## config.mk

```make
export PLATFORM = sky130hd
export DESIGN_NAME = desc_word_store
export DESIGN_NICKNAME = d
export VERILOG_FILES = /design/src/rtl/desc_chk_pkg.sv /design/src/rtl/desc_word_store.sv
export SDC_FILE = /design/constraint.sdc
export NUM_CORES = 1
export LEC_CHECK = 0
export BUFFER_PORTS_ARGS = -buffer_cell sky130_fd_sc_hd__buf_2
export CAP_MARGIN = 25
export CORE_MARGIN = 3
export CORE_UTILIZATION = 35
export DETAILED_ROUTE_END_ITERATION = 6
export GPL_TIMING_DRIVEN = 1
export PLACE_DENSITY_LB_ADDON = 0.25
export SYNTH_ARGS = -nofsm -noshare
export SYNTH_HDL_FRONTEND = slang
export SYNTH_SLANG_ARGS = --single-unit
```

## constraint.sdc

```tcl
create_clock -name clk -period 6.2 [get_ports clk]
set_input_delay 0.31 -clock clk [delete_from_list [all_inputs] [get_ports clk]]
set_output_delay 0.31 -clock clk [all_outputs]
set_load 0.005 [all_outputs]
```

## src/rtl/desc_chk_pkg.sv

```systemverilog
package desc_chk_pkg;

  localparam int unsigned DW          = 32;
  localparam int unsigned DESC_WORDS  = 16;
  localparam int unsigned IDX_CTRL    = 0;
  localparam int unsigned IDX_LINE    = 3;
  localparam int unsigned IDX_DONE    = 5;
  localparam int unsigned DONE_BIT    = 31;
  localparam logic [7:0]  MAGIC       = 8'hA5;
  localparam int unsigned FLAG_W      = 8;
  localparam int unsigned LSIZE_W     = 18;
  localparam int unsigned STRIDE_W    = 18;

  typedef enum logic [1:0] {
    V_ACCEPT   = 2'd0,
    V_BAD_PRE  = 2'd1,
    V_BAD_SUM  = 2'd2,
    V_ALREADY  = 2'd3
  } verdict_t;

  function automatic logic [FLAG_W-1:0] decode_flags(input logic [DW-1:0] ctrl);
    logic [FLAG_W-1:0] f;
    f[0] = ctrl[8];
    f[1] = ctrl[9];
    f[2] = ctrl[10];
    f[3] = ctrl[11];
    f[4] = ctrl[18];
    f[5] = ctrl[19];
    f[6] = ctrl[20];
    f[7] = ctrl[21];
    return f;
  endfunction

  function automatic logic [STRIDE_W-1:0] stride_of(input logic [DW-1:0] w);
    return {w[31:18], 4'b0000};
  endfunction

  function automatic verdict_t judge(input logic [DW-1:0] ctrl,
                                     input logic [DW-1:0] sum,
                                     input logic [DW-1:0] tail,
                                     input logic [DW-1:0] done_w);
    if (ctrl[7:0] != MAGIC)                    return V_BAD_PRE;
    if (ctrl[20] && (sum != tail))             return V_BAD_SUM;
    if (done_w[DONE_BIT] && !ctrl[10])         return V_ALREADY;
    return V_ACCEPT;
  endfunction

endpackage

```

## src/rtl/desc_word_store.sv

```systemverilog
module desc_word_store
  import desc_chk_pkg::*;
#(
  parameter int unsigned N_WORDS = 16,
  parameter int unsigned WORD_W  = 32,
  localparam int unsigned IDX_W  = $clog2(N_WORDS)
) (
  input  logic              clk,
  input  logic              rst_n,
  input  logic              take,
  input  logic [IDX_W-1:0]  idx,
  input  logic [WORD_W-1:0] data,
  input  logic [IDX_W-1:0]  rd_idx,
  output logic [WORD_W-1:0] rd_word,
  output logic [WORD_W-1:0] ctrl_w,
  output logic [WORD_W-1:0] line_w,
  output logic [WORD_W-1:0] done_w,
  output logic [WORD_W-1:0] sum_q
);

  localparam logic [IDX_W-1:0] SUM_END  = IDX_W'(N_WORDS - 1);
  localparam logic [IDX_W-1:0] DONE_IDX = IDX_W'(IDX_DONE);

  logic [WORD_W-1:0] mem [N_WORDS];

  for (genvar g = 0; g < N_WORDS; g++) begin : g_word
    always_ff @(posedge clk or negedge rst_n) begin
      if (!rst_n)                          mem[g] <= '0;
      else if (take && idx == IDX_W'(g))   mem[g] <= data;
    end
  end

  always_ff @(posedge clk or negedge rst_n) begin
    if (!rst_n) sum_q <= '0;
    else if (take && idx != SUM_END) begin
      if (idx == '0) sum_q <= data;
      else           sum_q <= sum_q + data;
    end
  end

  assign ctrl_w = mem[IDX_CTRL];
  assign line_w = mem[IDX_LINE];
  assign done_w = mem[IDX_DONE];

  always_comb begin
    rd_word = mem[rd_idx];
    if (rd_idx == DONE_IDX) rd_word[DONE_BIT] = 1'b1;
  end

  assert_wb_done_R9: assert property (@(posedge clk) disable iff (!rst_n)
    (rd_idx == DONE_IDX) |-> rd_word[DONE_BIT]);

  assert_stable_idle_R10: assert property (@(posedge clk) disable iff (!rst_n)
    !take |=> $stable(sum_q));

endmodule

```

======== Yosys cells after proc, flatten, opt, wreduce, memory -nomap -nowiden ========
Index checks and enable logic that the tools add are counted.
word-level totals
  logic and storage cells ................. 60
  output and inout bits ................... 160
  register bits after elaboration ......... 544
  input port bits ......................... 43
cells by class
  muxes and demuxes ....................... 5
  equality and inequality tests ........... 17
  add/sub/neg operators ................... 1
  reductions and logical operators ........ 18
  magnitude comparators ................... 1
  bitwise logic cells ..................... 1
operator list
  operator                                              count
  binary-select mux 32 bit (select 4 bit)               1
  two-way mux 32 bit                                    3
  adder 32 bit                                          1
  equality test 4 bit (second input constant)           8
  equality test 4 x 3 -> 1 bit (second input constant)  5
  logical AND 1 bit                                     17
  equality test 4 x 2 -> 1 bit (second input constant)  2
  >= comparator 5 bit (second input constant)           1
  inverter 4 -> 5 bit                                   1
  equality test 4 x 1 -> 1 bit (second input constant)  1
  logical NOT 4 bit                                     1
  inequality test 4 bit (second input constant)         1
  two-way mux 1 bit                                     1

======== Logic depth before layout (Yosys ltp) ========
  depth in word-level cells ............... 5
  depth in mapped cells ................... 12

======== Least setup slack after synthesis ========
No wires, ideal clock.
  path kind ............................... reg-to-reg
  start ................................... register sum_q[0]
  end ..................................... register sum_q[20]
  cell stages (with the launch flop) ...... 13
  data required time ...................... 6118 ps
  period minus slack after synthesis ...... 3011 ps
  buffers on the path ..................... 0
  setup slack ............................. 3189 ps
  setup time .............................. 82 ps
  arrival time ............................ 2929 ps
  cells stage by stage .................... dfrtp_1 > ha_1 > fa_1 > a21o_1 > a221oi_2 > o221ai_2 > a2111oi_4 > o211ai_2 > a31o_1 > a21oi_2 > xnor2_1 > nand2_1 > a31oi_1
between the ends
  cells in the longest elaborated chain, start to end .. 2
RTL lines
  what                    line                   source
  from (decl)             desc_word_store.sv:18  output logic [WORD_W-1:0] sum_q
  from (signal assigned)  desc_word_store.sv:36  if (idx == '0) sum_q <= data;
  from (signal assigned)  desc_word_store.sv:37  else sum_q <= sum_q + data;
  adder 32 bit            desc_word_store.sv:37
  two-way mux 32 bit      desc_word_store.sv:36
Every way passes these cells.
A chain may end at the register's enable or synchronous reset.

======== Final worst setup path ========
Ends and elaborated chain as after synthesis.

==> impl_metrics.tcl <==
set metrics [dict create \
    critPathArrivalTime_ns 3.93 \
    worst_path_largest_cell_delay_ns 0.44 \
    cts.path.max_buffers 3 \
    hold_buffers 1 \
    dpl-instance-area_sq_mm 0.0279 \
    row_count 100 \
    grt.total_usage 0.174 \
    routed_wl_um 67700 \
    min_to "sum_q[20]$_DFFE_PN0P_" \
    cp-start-kind "flop" \
    synth_edf_count 0 \
    cp_num_buf_inv 0 \
    grt_setup_unrepaired "no" \
    dp_hpwl_um 43000 \
    area_growth_pct 12.6 \
    totalPowerFinal_mw 11.6 \
    status "finished clean" \
    vias_per_cell 5.27 \
    reg2reg_slack_ns 2.80 \
    finalMaxSlewViolations 0 \
    design_area_sq_mm 0.0298 \
    synth_cells 1806 \
    gr-total-overflow 0 \
    antenna_found_initial 5 \
    min_period_ns 3.40 \
    ant_nets 0 \
    hold-path-cell-count 3 \
    synth.distinct_cells 55 \
    drcViolationCount 0 \
    skew_ns 0.0139 \
    reg2reg_depth 12 \
    cts_resized 0 \
    timing.rr.start "sum_q[0]$_DFFE_PN0P_" \
    drv_cap 0 \
    drtPass1Iterations 5 \
    worst_pin_slew_ns 1.08 \
    cts_htree_levels 2 \
    ys_async_sr_fraction 1.00 \
    setup.worst_path.end_class "flop" \
    drive_gt1_frac 0.537 \
    min_from "data[20]" \
    critPathRequiredTime_ns 6.73 \
    die_y_um 281 \
    clk_pin_slew_worst_paths_ns 0.06 \
    final_hold_viol_count 0 \
    grt_pass1_vias 16200 \
    postLayoutCoreUtil 0.399 \
    path_cells "ha_1 -> fa_1 -> a21o_1 -> a221oi_2 -> o221ai_2 -> a2111oi_4 -> o211ai_2 -> a31o_1 -> a21oi_2 -> xnor2_1 -> nand2_1 -> a31oi_1" \
    synth_flop_cell "dfrtp_1" \
    fin_tns_setup_ns 0 \
    drt_iter0_drc 935 \
    synth_area_per_cell_sq_um 14.7 \
    hold_class "in2reg" \
    cellLeakagePower_nw 12.9 \
    vdd_drop_max_mv 0.231 \
    nNetsFinal 1939 \
    setup_violations 0 \
    slew_headroom 0.277 \
    cp_max_fo 3 \
    crit_type "reg2reg" \
    cts_tree "built" \
    start_util 0.355 \
    synthesis.area_sq_mm 0.0265 \
    fin_crit_sh 0.549 \
    cpMaxStageDelayCell "a2111oi_4" \
    ys_ff_latch 544 \
    vias 15200 \
    grt_pass1_wl_um 104000 \
    power_density_mw_per_mm2 390 \
    grt_max_degree 187 \
    chipWidth_um 281 \
    syn_nets 1881 \
    critPathTopFamily "compound AO/OA/AOI/OAI gates" \
    wire_per_inst_um 23.5 \
    whs_ns 0.0990 \
    coreArea_sq_mm 0.0747 \
    seq_area_frac_synth 0.514 \
    clk_latency_ns 0.61 \
    ys_warn_count 0 \
    portBuffers 202 \
    io_pins 203 \
    routabilityCongestion 0.802 \
    die_area_sq_mm 0.0790 \
    post-cts-setup-buffers 0 \
    timing.rr.end "sum_q[20]$_DFFE_PN0P_" \
    numCtsBuffers 59 \
    max_clock_freq_ghz 0.294 \
    cts_sinks 544 \
    cts-root-buf "clkbuf_16" \
]
## sequential cells by signal (all words and copies together) (netlist names)
name	flops
mem	416
sum_q	32
line_w	32
ctrl_w	32
done_w	32
## worst max path at each step
stage	startpoint	end	slack [ns]	cells after the start
after global routing	sum_q[0]$_DFFE_PN0P_	sum_q[20]$_DFFE_PN0P_	2.55	12
after global placement	data[0]	sum_q[20]$_DFFE_PN0P_	2.63	13
final	sum_q[0]$_DFFE_PN0P_	sum_q[20]$_DFFE_PN0P_	2.80	12
after detailed placement	data[0]	sum_q[20]$_DFFE_PN0P_	2.65	13
after CTS	sum_q[0]$_DFFE_PN0P_	sum_q[30]$_DFFE_PN0P_	2.81	12
after floorplan	sum_q[0]$_DFFE_PN0P_	sum_q[20]$_DFFE_PN0P_	3.19	12
## power breakdown
| group | switching, mW | total, mW | internal (mW) |
|---|---|---|---|
| clock | 1.44 | 3.51 | 2.07 |
| combinational | 1.43 | 3.17 | 1.74 |
| sequential | 0.503 | 4.94 | 4.44 |
## cell type report
| type | instances | area (sq um) |
|---|---|---|
| Antenna cell | 3 | 7.51 |
| Clock inverter | 20 | 195 |
| Multi-Input combinational cell | 1019 | 11700 |
| Fill cell | 6868 | 44900 |
| Tap cell | 969 | 1210 |
| Sequential cell | 544 | 13600 |
| Inverter | 8 | 30.0 |
| Timing Repair Buffer | 232 | 1320 |
| Clock buffer | 85 | 1740 |
## cells in the mapped netlist, drive strengths merged, types with 10 or more instances
| cell | n | area (sq um) |
|---|---|---|
| o21ai | 28 | 140 |
| buf | 134 | 868 |
| nor2 | 47 | 176 |
| ha | 31 | 388 |
| mux2 | 513 | 5780 |
| nand3 | 10 | 55.1 |
| xor2 | 11 | 96.3 |
| a31oi | 11 | 68.8 |
| mux4 | 159 | 3580 |
| a21oi | 53 | 269 |
| a21o | 13 | 98.9 |
| dfrtp | 544 | 13600 |
| xnor2 | 15 | 131 |
| nand2 | 52 | 195 |
| clkbuf | 101 | 379 |
## worst min-delay path, stage by stage
cell	delay (ns)
buf_2	0.19
nand2_1	0.09
a31oi_1	0.07
## cell usage in the layout, fill, tap and decap left out, types with 26 or more instances in the layout
cell / Yosys / routed
dfrtp_1: 544 / 544
mux4_2: 159 / 159
clkbuf_16: 0 / 59
a21oi_1: 52 / 52
ha_1: 31 / 31
mux2_2: 513 / 513
nand2_1: 52 / 52
nor2_1: 47 / 37
o21ai_0: 26 / 26
buf_2: 4 / 199
## metrics by stage
step                      instances  setup slack, ns
final                          2880             2.80
after detailed placement       2771             2.65
after CTS                      2877             2.81
after global routing           2878             2.55
after floorplan                1806             3.19
after global placement         2770             2.63
## metal layers
metal,GRT usage,routed length [um],vias to the layer above
met5,0,11,-
met4,0.0403,1080,2
met3,0.0340,3990,66
met2,0.280,32200,244
met1,0.243,30400,8128
li1,-,-,6738
## kinds of logic (layout without fill, tap and decap cells)
logic type	after synthesis	after routing	share of synthesized area
xor+xnor	26	26	0.00860
flops	544	544	0.514
buf+inv	243	345	0.0482
mux	674	674	0.354
simple gates	144	144	0.0249
other cells	0	3	0
fa+ha+maj	32	32	0.0154
compound gates	143	143	0.0347
No activity file was read; power rests on OpenSTA's default activity.
